--- config.mk ---
export PLATFORM = sky130hd
export DESIGN_NAME = pwm_ontime_clamp
export DESIGN_NICKNAME = d
export VERILOG_FILES = /design/src/rtl/clamp_pkg.sv /design/src/rtl/clamp_edge_det.sv /design/src/rtl/clamp_limit_regs.sv /design/src/rtl/clamp_gate.sv /design/src/rtl/pwm_ontime_clamp.sv
export SDC_FILE = /design/constraint.sdc
export NUM_CORES = 1
export LEC_CHECK = 0
export BUFFER_PORTS_ARGS = -buffer_cell sky130_fd_sc_hd__buf_2
export CAP_MARGIN = 20
export CORE_MARGIN = 1.5
export CORE_UTILIZATION = 35
export CTS_CLUSTER_DIAMETER = 30
export DETAILED_ROUTE_END_ITERATION = 8
export PLACE_DENSITY_LB_ADDON = 0.3
export SYNTH_ARGS = -nofsm -noshare
export SYNTH_HDL_FRONTEND = slang
export SYNTH_SLANG_ARGS = --single-unit
--- constraint.sdc ---
create_clock -name clk_i -period 1.9 [get_ports clk_i]
set_input_delay 0.38 -clock clk_i [delete_from_list [all_inputs] [get_ports clk_i]]
set_output_delay 0.38 -clock clk_i [all_outputs]
set_load 0.01 [all_outputs]
--- src/rtl/clamp_pkg.sv ---
package clamp_pkg;
  typedef enum logic {
    GATE_BLOCK = 1'b0,
    GATE_PASS  = 1'b1
  } gate_state_e;
endpackage

--- src/rtl/clamp_edge_det.sv ---
module clamp_edge_det (
  input  logic clk_i,
  input  logic rst_ni,
  input  logic pwm_i,
  output logic pwm_q_o,
  output logic rise_o
);
  logic pwm_q;

  always_ff @(posedge clk_i or negedge rst_ni) begin
    if (!rst_ni) pwm_q <= 1'b0;
    else         pwm_q <= pwm_i;
  end

  assign pwm_q_o = pwm_q;
  assign rise_o  = pwm_i & ~pwm_q;
endmodule

--- src/rtl/clamp_limit_regs.sv ---
module clamp_limit_regs #(
  parameter int CNT_W = 16
) (
  input  logic             clk_i,
  input  logic             rst_ni,
  input  logic             we_i,
  input  logic [CNT_W-1:0] data_i,
  input  logic             load_i,
  input  logic             pwm_i,
  input  logic             pwm_q_i,
  output logic [CNT_W-1:0] shd_o,
  output logic [CNT_W-1:0] act_o
);
  logic [CNT_W-1:0] shd_q, act_q;

  always_ff @(posedge clk_i or negedge rst_ni) begin
    if (!rst_ni) begin
      shd_q <= '0;
      act_q <= '0;
    end else begin
      if (we_i)   shd_q <= data_i;
      if (load_i) act_q <= shd_q;
    end
  end

  assign shd_o = shd_q;
  assign act_o = act_q;


  act_stable_chk: assert property (@(posedge clk_i) disable iff (!rst_ni)
    !(pwm_i && !pwm_q_i) |=> $stable(act_q));
endmodule

--- src/rtl/clamp_gate.sv ---
module clamp_gate
  import clamp_pkg::*;
#(
  parameter int CNT_W = 16
) (
  input  logic             clk_i,
  input  logic             rst_ni,
  input  logic             pwm_i,
  input  logic             rise_i,
  input  logic [CNT_W-1:0] shd_i,
  input  logic [CNT_W-1:0] act_i,
  output logic             pass_o
);
  localparam logic [CNT_W-1:0] ONE = CNT_W'(1);

  gate_state_e      state_q;
  logic [CNT_W-1:0] cnt_q;

  always_ff @(posedge clk_i or negedge rst_ni) begin
    if (!rst_ni) begin
      state_q <= GATE_BLOCK;
      cnt_q   <= '0;
    end else if (rise_i) begin
      // new pulse: count restarts, limit taken from shadow
      state_q <= (shd_i != '0) ? GATE_PASS : GATE_BLOCK;
      cnt_q   <= ONE;
    end else if (!pwm_i) begin
      state_q <= GATE_BLOCK;
    end else if (state_q == GATE_PASS) begin
      if (cnt_q == act_i) state_q <= GATE_BLOCK;
      else                cnt_q   <= cnt_q + ONE;
    end
  end

  assign pass_o = (state_q == GATE_PASS);


  cnt_in_limit_chk: assert property (@(posedge clk_i) disable iff (!rst_ni)
    (state_q == GATE_PASS) |-> (cnt_q <= act_i));
endmodule

--- src/rtl/pwm_ontime_clamp.sv ---
module pwm_ontime_clamp #(
  parameter int CNT_W = 16
) (
  input  logic             clk_i,
  input  logic             rst_ni,
  input  logic             pwm_i,
  input  logic             lim_we_i,
  input  logic [CNT_W-1:0] lim_data_i,
  output logic             pwm_o
);
  logic             pwm_q, rise, pass;
  logic [CNT_W-1:0] shd, act;

  clamp_edge_det u_edge (
    .clk_i  (clk_i),
    .rst_ni (rst_ni),
    .pwm_i  (pwm_i),
    .pwm_q_o(pwm_q),
    .rise_o (rise)
  );

  clamp_limit_regs #(.CNT_W(CNT_W)) u_lim (
    .clk_i  (clk_i),
    .rst_ni (rst_ni),
    .we_i   (lim_we_i),
    .data_i (lim_data_i),
    .load_i (rise),
    .pwm_i  (pwm_i),
    .pwm_q_i(pwm_q),
    .shd_o  (shd),
    .act_o  (act)
  );

  clamp_gate #(.CNT_W(CNT_W)) u_gate (
    .clk_i (clk_i),
    .rst_ni(rst_ni),
    .pwm_i (pwm_i),
    .rise_i(rise),
    .shd_i (shd),
    .act_i (act),
    .pass_o(pass)
  );

  assign pwm_o = pwm_q & pass;


  out_needs_input_chk: assert property (@(posedge clk_i) disable iff (!rst_ni)
    pwm_o |-> $past(pwm_i));


  zero_limit_chk: assert property (@(posedge clk_i) disable iff (!rst_ni)
    (act == '0) |-> !pwm_o);


  pass_implies_high_chk: assert property (@(posedge clk_i) disable iff (!rst_ni)
    pass |-> pwm_q);


  rise_pass_chk: assert property (@(posedge clk_i) disable iff (!rst_ni)
    (rise && shd != '0) |=> pwm_o);
endmodule

## Word-level counts from Yosys, hierarchy flattened

Index checks and enable logic that the tools add are counted.

| word-level totals | value |
|---|---|
| flip-flop bits (word level) | 50 |
| input port bits | 20 |
| output and inout port bits | 1 |

| cells by class | value |
|---|---|
| mux-type cells | 9 |
| eq/ne operators | 2 |
| reduce and logical (&&, ||, !) cells | 4 |
| bitwise logic cells | 3 |
| add/subtract/negate cells | 1 |

Operator list:

| kind | number |
|---|---|
| two-way mux 16 bit | 4 |
| adder 16 x 1 -> 16 bit (second input constant) | 1 |
| == test 16 bit | 1 |
| nonzero test 16 bit | 1 |
| two-way mux 1 bit | 5 |
| nonzero test 2 bit | 2 |
| AND reduction 3 bit | 1 |
| AND 1 bit | 2 |
| inequality test 2 bit (second input constant) | 1 |
| NOT 1 bit | 1 |

## Longest topological paths before layout

| depth | value |
|---|---|
| word-level depth | 5 |
| mapped depth | 8 |

## Cells and area by module

From an unflattened synthesis, not the netlist that was laid out.

| unflattened totals | value |
|---|---|
| cell total of the unflattened synthesis | 196 |
| area total of the unflattened synthesis | 2514.9 um2 |

Modules (own cells, without submodules):

| module | cells each | area an instance (um2) | instances |
|---|---|---|---|
| clamp_limit_regs | 68 | 1298.7 | 1 |
| clamp_gate | 125 | 1171.1 | 1 |
| clamp_edge_det | 2 | 38.8 | 1 |
| pwm_ontime_clamp | 1 | 6.3 | 1 |

## Least setup slack after synthesis

No wires, ideal clock.

| timing | value |
|---|---|
| path type | reg2reg |
| start | register u_gate.cnt_q[3] |
| end | register u_gate.cnt_q[1] |
| stages on the path, launching flop included | 9 |
| path slack | 81 ps |
| arrival | 1698 ps |
| path through | dfrtp_1 -> buf_6 -> xnor2_2 -> nand4_2 -> o41ai_4 -> buf_6 -> buf_8 -> nor2_1 -> a22o_1 |

| on the way | value |
|---|---|
| cells in the longest elaborated chain, start to end | 3 |

RTL lines:

| what | RTL line | text |
|---|---|---|
| start: declaration | clamp_gate.sv:17 | `logic [CNT_W-1:0] cnt_q;` |
| start signal: assignment | clamp_gate.sv:31 | `else cnt_q <= cnt_q + ONE;` |
| == test 16 bit | clamp_gate.sv:30 | `if (cnt_q == act_i) state_q <= GATE_BLOCK;` |
| inequality test 2 bit (no line) | n/a |  |
| AND reduction 3 bit (no line) | n/a |  |

No other way between the ends.
A chain may end at the register's enable or synchronous reset.

## Worst setup path after layout

| timing | value |
|---|---|
| start | register u_gate.cnt_q[0] |
| end | register u_gate.cnt_q[5] |

| on the way | value |
|---|---|
| cells in the longest elaborated chain, start to end | 5 |

RTL lines:

| what | RTL line | text |
|---|---|---|
| adder 16 x 1 -> 16 bit | clamp_gate.sv:31 |  |
| two-way mux 16 bit | clamp_gate.sv:30 |  |
| two-way mux 16 bit | clamp_gate.sv:29 | `end else if (state_q == GATE_PASS) begin` |
| two-way mux 16 bit | clamp_gate.sv:27 | `end else if (!pwm_i) begin` |
| two-way mux 16 bit | clamp_gate.sv:23 | `end else if (rise_i) begin` |

Several ways; a longest one is shown, not always the timed one. The select of a mux whose other input is x is not followed.

==> metrics.md <==
| Metric | Value |
|---|---|
| Most common cell after layout, fill and taps aside | nand2_1 |
| Number of synthesized flops with an enable pin | 0 |
| Post-synthesis async set-or-reset flop share | 100% |
| DP HPWL | 3690 um |
| Share of cells above drive strength 1 | 23.2% |
| Final Setup Violations | 8 |
| Mapped Cells | ~240 |
| Commonest register cell after synthesis | dfrtp_1 |
| Clock root cell | clkbuf_8 |
| TritonRoute pass-1 iters | 4 |
| Simple-Gate Fraction of Synth Area | 20.7% |
| Placeable Area | between 0.006 and 0.007 sq mm |
| Critical path class | flop to flop |
| Clock Pin Slew Worst Setup and Hold Paths | approximately 100 ps |
| Register area share after synthesis | 50.5% |
| Final Worst Setup Slack | -49.2 ps |
| CP Max Fanout | 11 |
| Hold slack | between 30 and 40 ps |
| Die Wd | 87.2 um |
| CTS tree | done |
| Clk_skew | a little over 6 ps |
| Critical path arrival | 2140 ps |
| Most frequent cells in the layout | nand2_1 (64), dfrtp_1 (50), buf_2 (20) |
| Placed insts | between 300 and 400 |
| Unrepaired setup endpoints after global routing | true |
| CP Launch Type | flop |
| Post-DR wirelength/cell | 14.4 um |
| Overall global routing resource usage | ~15% |
| Hold Vio Cnt, Final | 0 |
| Net Count, Synth | between 200 and 300 |
| Via-to-Cell Ratio | 5.06 |
| CTS Buf Count | 5 |
| Crit end category | flop |
| Number of port buffers | 20 |
| Worst slew pin tran | approximately 1000 ps |
| Peak VDD IR | 0.000385 V |
| Relative slew slack | 33.4% |
| Req. time, crit path | 2090 ps |
| Violated checks | negative setup slack |
| Period utilization | 103% |
| Die Span Y | between 80 and 90 um |
| Lkg Pwr | between 1 and 1.5 nW |
| GP Congestion | approximately 0.80 |
| Clock Latency Late Sink | around 300 ps |
| CTS sink count | 50 |
| Die ar. | 0.00760 sq mm |
| Cell Count, Final, Fillers Out | approximately 370 |
| Hold_buf cts | 0 |
| Initial DRC count | 95 |
| Number of max-cap violations | 0 |
| Main combinational cell family by area after synthesis | simple AND/OR/NAND/NOR gates |
| Clk buf depth | 2 |
| Netlist cell types | just over 40 |
| First-pass GRT wire length | about 9100 um |
| Ant. Diodes | 0 |
| Synth Area in XOR/XNOR | under 10% |
| Synth Area in Compound Gates | approximately a tenth |
| Gr ovfl total | 0 |
| Hold/Removal Path Class | input port to asynchronous set/reset pin |
| Vias in the first global route | about 1,800 |
| Row count | 30 |
| Largest net degree at the start of global routing | 51 |
| Nets | 296 |
| Seq cells post-synth | 50 |
| Ports | 21 |
| Highest clock rate | between 500 and 600 MHz |
| Initial antenna violation count | 0 |
| Post-synthesis adder-cell area fraction | less than 1% |
| PwrDens | 833 mW/mm^2 |
| Filler Cells Inserted | a little over 700 |
| Final Routed Wirelength | ~5300 um |
| Final Slew Violations | 0 |
| Register area | roughly 0.0013 sq mm |
| P&R area growth vs syn | 18.3% |
| Final min period | roughly 2000 ps |
| Antenna-violating nets left | 0 |
| Area of the multi-input gates | between 0.001 and 0.0015 sq mm |
| Syn Std Cell Area | roughly 0.0025 sq mm |
| Ys Warns | 0 |
| Initial Util | a little over a third |
| Drc violations | 0 |
| Mux cell area share after synthesis | roughly 8.5% |
| Outcome | finished, violations left |
| H-tree depth | 2 |
| Overall via count from detail_route | about 1,900 |
| Total power | roughly 2.4 mW |
| Synthesized area per cell | 10.4 sq um |
[per-layer routing]
layer,GRT usage [%],up-vias,routed length (um)
met5,0,-,0
met4,5.05,0,68
met3,3.79,9,238
met2,23.3,42,2430
met1,21.8,919,2610
li1,-,914,-
[synthesized netlist by cell type (all sizes together) (2+ instances only)]
cell type  number  area [sq um]
or4             5          37.5
nand2b          2          12.5
o211ai          6          45.0
xnor2          16           155
o41ai           2          36.3
buf             5          53.8
inv             6          22.5
nor2            5          18.8
o311ai          5          43.8
dfrtp          50          1250
a21oi           2          10.0
nand2          64           240
mux2           16           180
nand4           5          37.5
nor3            2          15.0
a211o           4          35.0
and3            4          25.0
clkbuf          6          22.5
nor4            8          50.1
mux2i           3          30.0
nand3          11          55.1
[per-stage QoR]
stage                     utilization [%]  TNS [ps]  setup slack (ps)  instance area (sq um)
after global routing                 42.9     -1280              -126                   2930
final                                42.9      -241             -49.2                   2930
after floorplan                         -         0              81.1                   2480
after global placement               40.5         0              53.8                   2770
after detailed placement             40.5         0              13.2                   2770
after CTS                            42.0         0              6.57                   2870
[timing repair]
item,CTS,global route
pin swaps,2,7
cloned,0,1
setup buffers,0,3
setup endpoints to repair,1,10
gates resized for setup,0,3
[worst paths after layout]
| check | end | depth (start not counted) | start | slack [ps] |
|---|---|---|---|---|
| worst max register to register | u_gate.cnt_q[5]$_DFFE_PN0P_ | 7 | u_gate.cnt_q[0]$_DFFE_PN0P_ | -50 |
| max in group asynchronous | u_lim.shd_o[5]$_DFFE_PN0P_ | 2 | rst_ni | 1600 |
| worst max-delay path | u_gate.cnt_q[5]$_DFFE_PN0P_ | 7 | u_gate.cnt_q[0]$_DFFE_PN0P_ | -50 |
| worst min-delay path | u_edge.pwm_q_o$_DFF_PN0_ | 2 | rst_ni | 40 |
| min in group clk_i | u_edge.pwm_q_o$_DFF_PN0_ | 1 | pwm_i | 280 |
| worst min register to register | u_lim.act_o[3]$_DFFE_PN0P_ | 2 | u_lim.shd_o[3]$_DFFE_PN0P_ | 500 |
[critical path, stage by stage, from the launching register on]
cell and delay [ps]:
dfrtp_1 440, xnor2_1 180, nand4_1 220, o41ai_4 470
buf_4 200, clkbuf_16 150, or4_1 110, nand3_1 70
[where the power goes]
| group | total, mW | internal (mW) | switching, mW |
|---|---|---|---|
| clock | 0.671 | 0.300 | 0.371 |
| sequential | 1.30 | 1.19 | 0.117 |
| combinational | 0.468 | 0.241 | 0.228 |
| total | 2.44 | 1.73 | 0.715 |
[final cells by class]
| cell class | instances | share of cell area [%] |
|---|---|---|
| Clock buffer | 6 | 2.82 |
| Clock inverter | 2 | 0.597 |
| Inverter | 6 | 0.768 |
| Multi-Input combinational cell | 172 | 39.1 |
| Sequential cell | 50 | 42.7 |
| Tap cell | 96 | 4.10 |
| Timing Repair Buffer | 40 | 9.98 |
[sequential cells by signal, indices dropped and copies added, names as in the netlist]
| register | cells |
|---|---|
| u_gate.pass_o | 1 |
| u_gate.cnt_q | 16 |
| u_lim.shd_o | 16 |
| u_lim.act_o | 16 |
| u_edge.pwm_q_o | 1 |
[cell families after synthesis]
group	after synthesis
compound gates	27
mux	19
buf+inv	17
simple gates	109
fa+ha+maj	1
xor+xnor	16
flops	50
Note: power is estimated with default switching activity, not from simulation.
